<file path="src/rtl/bcd_alu_pkg.sv">
`timescale 1ns/1ps
package bcd_alu_pkg;
  localparam int DIGIT_W = 4;

  typedef struct packed {
    logic n;
    logic v;
    logic z;
    logic c;
  } alu_flags_t;
endpackage

</file>
<file path="src/rtl/bin_addsub.sv">
`timescale 1ns/1ps
// Two's-complement adder with operand inversion for subtraction.
module bin_addsub #(
  parameter int WIDTH = 8
) (
  input  logic                     sub_i,
  input  logic                     cin_i,
  input  logic [WIDTH-1:0]         a_i,
  input  logic [WIDTH-1:0]         m_i,
  output logic [WIDTH-1:0]         sum_o,
  output bcd_alu_pkg::alu_flags_t  flags_o
);
  localparam int MSB = WIDTH - 1;

  logic [WIDTH-1:0] m_eff;
  logic [WIDTH:0]   wide_sum;

  always_comb begin
    m_eff    = sub_i ? ~m_i : m_i;
    wide_sum = {1'b0, a_i} + {1'b0, m_eff} + {{WIDTH{1'b0}}, cin_i};
    sum_o    = wide_sum[MSB:0];
    flags_o.c = wide_sum[WIDTH];
    flags_o.n = wide_sum[MSB];
    flags_o.z = (wide_sum[MSB:0] == '0);
    flags_o.v = (a_i[MSB] ~^ m_eff[MSB]) & (a_i[MSB] ^ wide_sum[MSB]);
  end
endmodule

</file>
<file path="src/rtl/bcd_digit.sv">
`timescale 1ns/1ps
// One decimal digit slice: add-six / subtract-six correction with carry.
module bcd_digit (
  input  logic       sub_i,
  input  logic       cy_i,      // carry (add) or borrow (sub)
  input  logic [3:0] a_i,
  input  logic [3:0] m_i,
  output logic [3:0] q_o,
  output logic       cy_o,
  output logic       pre_msb_o  // bit 3 of the uncorrected add sum
);
  logic [4:0] sum5;
  logic [3:0] sum_fix;
  logic       add_over;
  logic [4:0] dif5;
  logic [3:0] dif_fix;
  logic       sub_neg;

  always_comb begin
    sum5     = {1'b0, a_i} + {1'b0, m_i} + {4'b0, cy_i};
    add_over = (sum5 >= 5'd10);
    sum_fix  = sum5[3:0] + 4'd6;
    dif5     = {1'b0, a_i} - {1'b0, m_i} - {4'b0, cy_i};
    sub_neg  = dif5[4];
    dif_fix  = dif5[3:0] - 4'd6;
    if (sub_i) begin
      q_o  = sub_neg ? dif_fix : dif5[3:0];
      cy_o = sub_neg;
    end else begin
      q_o  = add_over ? sum_fix : sum5[3:0];
      cy_o = add_over;
    end
    pre_msb_o = sum5[3];
  end
endmodule

</file>
<file path="src/rtl/bcd_chain.sv">
`timescale 1ns/1ps
// Ripple of decimal digit slices across the operand width.
module bcd_chain #(
  parameter int DIGITS = 2
) (
  input  logic                            sub_i,
  input  logic                            cin_i,
  input  logic [DIGITS*bcd_alu_pkg::DIGIT_W-1:0] a_i,
  input  logic [DIGITS*bcd_alu_pkg::DIGIT_W-1:0] m_i,
  output logic [DIGITS*bcd_alu_pkg::DIGIT_W-1:0] q_o,
  output logic                            cout_o,
  output logic                            pre_msb_o
);
  localparam int DW = bcd_alu_pkg::DIGIT_W;

  logic [DIGITS:0]   cy;
  logic [DIGITS-1:0] pre_msb;

  assign cy[0] = sub_i ? ~cin_i : cin_i;

  for (genvar k = 0; k < DIGITS; k++) begin : g_digit
    bcd_digit u_digit (
      .sub_i     (sub_i),
      .cy_i      (cy[k]),
      .a_i       (a_i[k*DW +: DW]),
      .m_i       (m_i[k*DW +: DW]),
      .q_o       (q_o[k*DW +: DW]),
      .cy_o      (cy[k+1]),
      .pre_msb_o (pre_msb[k])
    );
  end

  assign cout_o    = cy[DIGITS];
  assign pre_msb_o = pre_msb[DIGITS-1];

  if (DIGITS > 1) begin : g_low_pre
    logic unused_low_pre;
    assign unused_low_pre = ^pre_msb[DIGITS-2:0];
  end
endmodule

</file>
<file path="src/rtl/bcd_addsub_alu.sv">
`timescale 1ns/1ps
module bcd_addsub_alu #(
  parameter int DIGITS = 2
) (
  input  logic                  clk,
  input  logic                  rst_n,
  input  logic                  go,
  input  logic [DIGITS*4-1:0]   a,
  input  logic [DIGITS*4-1:0]   m,
  input  logic                  cin,
  input  logic                  dec,
  input  logic                  sub,
  output logic [DIGITS*4-1:0]   res,
  output logic                  flag_n,
  output logic                  flag_v,
  output logic                  flag_z,
  output logic                  flag_c
);
  import bcd_alu_pkg::*;

  localparam int WIDTH = DIGITS * DIGIT_W;
  localparam int MSB   = WIDTH - 1;

  // reset: asserted asynchronously, released on a clock edge
  logic [1:0] rst_sync_q;
  logic       rst_sync_n;

  always_ff @(posedge clk or negedge rst_n) begin
    if (!rst_n) rst_sync_q <= 2'b00;
    else        rst_sync_q <= {rst_sync_q[0], 1'b1};
  end
  assign rst_sync_n = rst_sync_q[1];

  // datapath
  logic [MSB:0] bin_sum;
  alu_flags_t   bin_flags;
  logic [MSB:0] dec_sum;
  logic         dec_cout;
  logic         dec_pre_msb;

  bin_addsub #(.WIDTH(WIDTH)) u_bin (
    .sub_i   (sub),
    .cin_i   (cin),
    .a_i     (a),
    .m_i     (m),
    .sum_o   (bin_sum),
    .flags_o (bin_flags)
  );

  bcd_chain #(.DIGITS(DIGITS)) u_dec (
    .sub_i     (sub),
    .cin_i     (cin),
    .a_i       (a),
    .m_i       (m),
    .q_o       (dec_sum),
    .cout_o    (dec_cout),
    .pre_msb_o (dec_pre_msb)
  );

  logic [MSB:0] calc_res;
  alu_flags_t   calc_flags;

  always_comb begin
    calc_res   = bin_sum;
    calc_flags = bin_flags;
    if (dec) begin
      calc_res = dec_sum;
      if (!sub) begin
        calc_flags.n = dec_pre_msb;
        calc_flags.v = (a[MSB] ~^ m[MSB]) & (a[MSB] ^ dec_pre_msb);
        calc_flags.c = dec_cout;
        calc_flags.z = bin_flags.z;
      end
    end
  end

  // output register with explicit enable
  logic [MSB:0] res_q, res_d;
  alu_flags_t   flags_q, flags_d;

  always_comb begin
    res_d   = res_q;
    flags_d = flags_q;
    if (go) begin
      res_d   = calc_res;
      flags_d = calc_flags;
    end
  end

  always_ff @(posedge clk or negedge rst_sync_n) begin
    if (!rst_sync_n) begin
      res_q   <= '0;
      flags_q <= '0;
    end else begin
      res_q   <= res_d;
      flags_q <= flags_d;
    end
  end

  assign res    = res_q;
  assign flag_n = flags_q.n;
  assign flag_v = flags_q.v;
  assign flag_z = flags_q.z;
  assign flag_c = flags_q.c;

  // checks
  function automatic logic all_digits_ok(input logic [MSB:0] w);
    logic ok;
    ok = 1'b1;
    for (int k = 0; k < DIGITS; k++)
      if (w[k*DIGIT_W +: DIGIT_W] > 4'd9) ok = 1'b0;
    return ok;
  endfunction

  a_r7_hold_without_go: assert property (@(posedge clk) disable iff (!rst_sync_n)
    !go |=> $stable({res, flag_n, flag_v, flag_z, flag_c}));

  a_r2_not_borrow: assert property (@(posedge clk) disable iff (!rst_sync_n)
    (go && sub) |=>
      (flag_c == ({1'b0, $past(a)} >= ({1'b0, $past(m)} + {{WIDTH{1'b0}}, !$past(cin)}))));

  a_r4_dec_zero_binary: assert property (@(posedge clk) disable iff (!rst_sync_n)
    (go && dec && !sub) |=>
      (flag_z == ((($past(a) + $past(m) + {{MSB{1'b0}}, $past(cin)}) & {WIDTH{1'b1}}) == '0)));

  a_r1_zero_tracks_result: assert property (@(posedge clk) disable iff (!rst_sync_n)
    (go && !dec) |=> (flag_z == (res == '0)));

  a_r9_bcd_closed: assert property (@(posedge clk) disable iff (!rst_sync_n)
    (go && dec && !sub && all_digits_ok(a) && all_digits_ok(m)) |=> all_digits_ok(res));
endmodule

</file>
<file path="config.mk">
export PLATFORM = sky130hd
export DESIGN_NAME = bcd_addsub_alu
export DESIGN_NICKNAME = d
export VERILOG_FILES = /design/src/rtl/bcd_alu_pkg.sv /design/src/rtl/bin_addsub.sv /design/src/rtl/bcd_digit.sv /design/src/rtl/bcd_chain.sv /design/src/rtl/bcd_addsub_alu.sv
export SDC_FILE = /design/constraint.sdc
export NUM_CORES = 1
export LEC_CHECK = 0
export ABC_AREA = 0
export BUFFER_PORTS_ARGS = -buffer_cell sky130_fd_sc_hd__buf_4
export CORE_MARGIN = 5
export CORE_UTILIZATION = 30
export CTS_CLUSTER_SIZE = 25
export DETAILED_ROUTE_END_ITERATION = 8
export PLACE_DENSITY_LB_ADDON = 0.12
export REMOVE_ABC_BUFFERS = 1
export SETUP_SLACK_MARGIN = 0.1
export SKIP_CTS_REPAIR_TIMING = 1
export SLEW_MARGIN = 10
export SYNTH_ARGS = -nofsm -noshare
export SYNTH_HDL_FRONTEND = slang
export SYNTH_SLANG_ARGS = --single-unit
</file>
<file path="constraint.sdc">
create_clock -name clk -period 1 [get_ports clk]
set_clock_uncertainty 0.15 [all_clocks]
set_input_delay 0.2 -clock clk [delete_from_list [all_inputs] [get_ports clk]]
set_output_delay 0.2 -clock clk [all_outputs]
set_load 0.05 [all_outputs]
</file>
==> run metrics, run 1 <==
All-Layer GR Usage 13.9%; GR Layer Usage met1 20.1%; Clk pwr share roughly 11%; P per Cell Area about 1300 mW/mm²; clock tree buffer depth 2; NetSw 2.10 mW; post-synthesis async set-or-reset flop share 100%; Critical Path AT 4.42 ns; unrepaired setup endpoints after global routing true; DR pass1 iterations 4; vias in the first global route about 2400; Yosys warning total 0; met2 Resource Use GR ~23%; layer with the highest usage met2; fraction of layout cells with a size suffix above 1 between 40% and 50%; pins over their slew limit 0; Synth Register Bits 14; Sequential Power Share approximately 15%; slowest CP cell fa_2; largest net degree at the start of global routing 22; instance count of the mapped netlist 279; worst hold slack 0.0135 ns; Die W a little under 100 µm; GPL Wtd Cong 0.796; clk_lat worst skew around 0.25 ns; Setup WS post-layout -3.39 ns; n_diodes 0; Syn-to-layout area delta 60.0%; final std cells w/o fill slightly above 500; post-route minimum period roughly 4.4 ns; Fmax achieved about 230 MHz; cts bufs inserted 3; sw frac between 40% and 50%; Static Leak approximately 1.8 nW; DP HPWL approximately 5600 µm; Die Y between 90 and 100 µm; Most used DFF post-synth dfrtp_1; Mapped Area between 0.002 and 0.0025 mm²; num rows 32; antenna violations before repair 0; WP data required 1.03 ns; DR WL/cell 13.8 µm; first-pass GRT wire length 11100 µm; Root Driver clkbuf_8; WS Path Type in -> reg; max-cap viol count 0; Area after DPL between 0.003 and 0.004 mm²; H-tree levels 1; die area around 0.0096 mm²; Gate power share 73.5%; failing checks setup timing; post-route ant nets 0; CP endpoint kind flip-flop; EDFF count, synth 0; initial core utilization just over 30%; IR drop worst, VDD between 400 and 500 µV; initial DRC count 60; CTS tree yes; port buffer count 33; sequential area share after synthesis between 15 and 20%; Clock transition at path regs ~0.06 ns; DP Cell Count 480; run status complete, but fails checks; met3 usage 1.07%; fill count about 750; kind of start point of the critical path primary input; Remaining DRCs 0; Layout Nets around 460; post-DR vias/cell between 4 and 5; Avg Inst Size Synth approximately 8.3 µm²; # clock sinks 14; pre-CTS setup slack -3.84 ns; Design Area, Final 0.00370 mm²; Yosys cell types slightly below 60; Top Ports 34; internal power 2.87 mW; crit share post-route 439%; Pwr Total 4.97 mW; Core Area 0.00761 mm²; Top delay family on crit path adder cells; Crit Path Max Fanout 3; Min-Delay Path Class reg -> async; Crit path buffers/inverters 5; Cell Chain, Critical Path buf_8 > xor2_4 > inv_2 > fa_2 > fa_2 > xnor2_2 > ha_2 > inv_2 > a31o_4 > a21bo_4 > a32oi_2 > mux2_4 > fa_2 > inv_2 > fa_2 > ha_4 > inv_2 > mux2i_1 > a22oi_1 > o2111ai_1 > o211ai_1 > o2bb2ai_1; CP max stage delay about 0.46 ns; Hold Vio Cnt, Final 0; total gr overflow 0; total wire length between 6000 and 7000 µm; vias approximately 2400; final number of setup-violating endpoints 24
==> layer usage <==
layer	vias up	part of all wire [%]
met5	-	0
li1	1211	-
met2	36	46
met4	0	1.4
met3	8	2.4
met1	1116	50
==> kinds of logic (layout without fill, tap and decap cells) <==
family          Yosys count  in the layout  share of synthesized area (%)
simple gates             73             73                           16.4
compound gates           72             72                           21.1
buf+inv                  43            166                           7.52
fa+ha+maj                39             39                           24.3
xor+xnor                 29             29                           11.6
flops                    14             14                           15.1
mux                       8              8                           3.62
other cells               1              1                          0.162
==> power by group through the flow <==
| stage | registers, mW | logic, mW | clock network (mW) |
|---|---|---|---|
| floorplan | 1.13 | 1.46 | 0 |
| global placement | 0.757 | 3.06 | 0 |
| detailed placement | 0.757 | 3.07 | 0 |
| CTS | 0.748 | 3.09 | 0.568 |
| global route | 0.766 | 3.99 | 0.593 |
| finish | 0.757 | 3.65 | 0.560 |
==> final cells by class <==
class / instances / area, µm² / area share (%)
sequential: 14 / 350 / 9.46
clock buffer: 4 / 55.1 / 1.49
timing repair buffer: 129 / 1090 / 29.5
inverter: 33 / 126 / 3.41
multi-input combinational: 222 / 1950 / 52.7
tap: 102 / 128 / 3.45
==> sequential cells by signal (all words and copies together) (netlist names) <==
name and cells:
res 8, rst_sync_q 2, flag_v 1, flag_n 1, flag_z 1, flag_c 1
==> metrics by stage <==
step	setup TNS [ns]	utilization, %
floorplan	-30.87	-
global placement	-34.19	42.2
detailed placement	-34.78	42.2
CTS	-33.92	42.9
global route	-33.41	48.7
finish	-31.33	48.7
==> cell usage after synthesis (all sizes together) (6+ instances only) <==
| cell type | count | area (µm²) |
|---|---|---|
| inv | 33 | 124 |
| ha | 29 | 363 |
| nor2b | 7 | 43.8 |
| nand2b | 6 | 37.5 |
| dfrtp | 14 | 350 |
| o21ai | 16 | 80.1 |
| xor2 | 15 | 131 |
| nand2 | 20 | 75.1 |
| a21oi | 19 | 95.1 |
| nor2 | 18 | 67.6 |
| fa | 10 | 200 |
| clkbuf | 6 | 22.5 |
| xnor2 | 14 | 138 |
==> placed cells by master (no fill, tap or decap), types with 4 or more instances in the layout <==
cell type  count
buf_6         16
a21oi_1       17
dfrtp_1       14
nor2b_1        7
a31oi_1        5
nand2b_1       6
xnor2_1       10
ha_1          26
inv_2          5
xnor2_2        4
nor2_1        18
nand2_1       20
inv_1         27
clkbuf_8       4
xor2_1        13
buf_4        107
fa_2           7
mux2i_1        5
o21ai_0       12
==> worst paths after layout <==
kind / from / end / slack (ns) / cells past startpoint
max in group asynchronous: rst_n / rst_sync_q[1] / 0.50 / 2
min in group clk: go / res[0] / 0.17 / 3
max: cin / res[6] / -3.39 / 22
min reg2reg: rst_sync_q[1] / flag_v / 0.01 / 1
max reg2reg: res[3] / res[3] / -0.03 / 3
min: rst_sync_q[1] / flag_v / 0.01 / 1
No activity file was read; power rests on OpenSTA's default activity.
==> run 2: changes to the inputs <==
--- a/config.mk
+++ b/config.mk
@@ -5,7 +5,7 @@
 export SDC_FILE = /design/constraint.sdc
 export NUM_CORES = 1
 export LEC_CHECK = 0
-export ABC_AREA = 0
+export ABC_AREA = 1
 export BUFFER_PORTS_ARGS = -buffer_cell sky130_fd_sc_hd__buf_4
 export CORE_MARGIN = 5
 export CORE_UTILIZATION = 30
==> run metrics, run 2 <==
run status complete, but fails checks; failing checks setup timing; commonest non-fill, non-tap cells in the layout buf_4, nand2_1, inv_1, nand3_1, ha_1; fill count just over 800; Worst path depth 29; layer with the highest usage met2; total gr overflow 0; Crit path buffers/inverters 5; sequential area share after synthesis 14.8%; Syn-to-layout area delta 55.4%; initial core utilization between 30% and 40%; cts bufs inserted 3; Die Y 98.9 µm; Layout Nets about 540; Gate power share between 70% and 80%; GPL Wtd Cong approximately 0.84; DR pass1 iterations 4; NetSw roughly 2 mW; total wire length between 6000 and 7000 µm; port buffer count 33; Top delay family on crit path adder cells; P per Cell Area around 1200 mW/mm²; DR WL/cell roughly 12 µm; IR drop worst, VDD 480 µV; final number of setup-violating endpoints 24; Top Ports 34; Reg area between 300 and 400 µm²; reg2reg end flag_c; Clk pwr share roughly 10%; max-cap viol count 0; R2R Path Start flag_c; Largest register FFs 8; Root Driver clkbuf_8; die area just under 0.01 mm²; Most used DFF post-synth dfrtp_1; Area after DPL between 0.003 and 0.004 mm²; clk_lat worst skew roughly 0.24 ns; Setup WS post-layout -2.73 ns; WS Path Type in -> reg; post-route minimum period between 3 and 4 ns; sw frac between 40 and 50%; met2 Resource Use GR about a quarter; Crit Path Max Fanout 3; internal power ~2.5 mW; leading cell type in the layout, fill and taps excluded buf_4; post-synthesis async set-or-reset flop share 100%; first-pass GRT wire length 11000 µm; met3 usage about 1.7%; Design Area, Final 0.00369 mm²; Die W approximately 99 µm; fraction of layout cells with a size suffix above 1 between 30% and 40%; slowest CP cell fa_2; top cell type's share of synthesized area roughly 16%; unrepaired setup endpoints after global routing true; antenna violations before repair 0; Mapped Area approximately 0.0024 mm²; pins over their slew limit 0; Hold Vio Cnt, Final 0; Yosys cell types 34; clock tree buffer depth 2; Core Area between 0.007 and 0.008 mm²; DP HPWL around 5700 µm; Min-Delay Path Class reg -> async; leading area contributor after synthesis nand2_1; Clock transition at path regs 0.06 ns; post-route ant nets 0; Remaining DRCs 0; WP data required 0.98 ns; vias in the first global route 2462; CP max stage delay 0.41 ns; post-DR vias/cell roughly 4.5; EDFF count, synth 0; # clock sinks 14; H-tree levels 1; GR Layer Usage met1 about 17%; flop-to-flop setup slack ~0.12 ns; largest net degree at the start of global routing 18; Critical Path AT roughly 3.7 ns; num rows 32; All-Layer GR Usage ~14%; Yosys warning total 0; most frequent CP cell nand2_2; initial DRC count 86; kind of start point of the critical path primary input; top-count cell post-synth nand2_1; R2R depth 3; Static Leak just over 2 nW; Sequential Power Share ~17%; Avg Inst Size Synth roughly 6.6 µm²; vias ~2600; CP endpoint kind flip-flop; Fmax achieved between 200 and 300 MHz; CTS tree yes; crit share post-route 373%; n_diodes 0; Synth Register Bits 14; Area contributors post-synth nand2_1, ha_1, dfrtp_1, nand3_1, inv_1; Post-synth top cells nand2_1, inv_1, nand3_1, ha_1; area of the multi-input gates 0.00189 mm²; instance count of the mapped netlist 360; pre-CTS setup slack -3.31 ns
==> run 2: cell types whose count changed in the layout (fill, tap and decap cells not counted), moves of 8 or more <==
cell | previous run | this run
xnor2_1 | 10 | 2
inv_1 | 27 | 57
nand3_1 | 2 | 45
nand2_1 | 20 | 94
nand2_2 | 0 | 15
==> run 2: cell families (layout without fill, tap and decap cells) <==
logic type	Yosys count	count (layout)	synth area share, %
compound gates	27	27	7.23
buf+inv	74	195	12.6
simple gates	188	188	35.2
other cells	1	1	0.158
fa+ha+maj	39	39	23.7
xor+xnor	17	17	6.28
flops	14	14	14.8
==> run 2: power groups by stage <==
| stage | Sequential (mW) | Combinational [mW] | Clock, mW |
|---|---|---|---|
| after global placement | 0.726 | 2.77 | 0 |
| after detailed placement | 0.725 | 2.80 | 0 |
| after CTS | 0.716 | 2.81 | 0.467 |
| final | 0.735 | 3.27 | 0.453 |
| after floorplan | 1.07 | 1.37 | 0 |
| after global routing | 0.746 | 3.64 | 0.504 |
==> run 2: cell type report <==
cell class                 instances  area share [%]
multi-input combinational        272            51.3
timing repair buffer             123            27.6
sequential                        14            9.50
inverter                          69            7.02
tap                              102            3.46
clock buffer                       3            1.12
==> run 2: routing by layer <==
metal	share of wire, %	routed length (µm)
met5	0	0
met1	43	2960
met3	3.5	241
met2	54	3690
met4	0	0
==> run 2: worst max path at each step <==
stage                     startpoint      to  slack [ns]
after global routing             cin  res[5]       -2.97
after CTS                        sub  res[5]       -3.05
after detailed placement         sub  res[5]       -3.31
after global placement           sub  res[5]       -3.20
final                            cin  res[5]       -2.73
after floorplan                  cin  res[5]       -2.94
==> run 2: per-stage QoR <==
step / util, % / power (mW) / std cells / hold slack [ns] / setup TNS, ns
floorplan: - / 2.43 / 355 / -0.246 / -24.53
global placement: 41.9 / 3.50 / 561 / -0.168 / -28.58
detailed placement: 41.9 / 3.53 / 561 / -0.165 / -29.28
CTS: 42.5 / 4.00 / 564 / -0.424 / -28.24
global route: 47.7 / 4.89 / 583 / 0.0480 / -27.73
finish: 47.7 / 4.45 / 583 / 0.00908 / -25.26
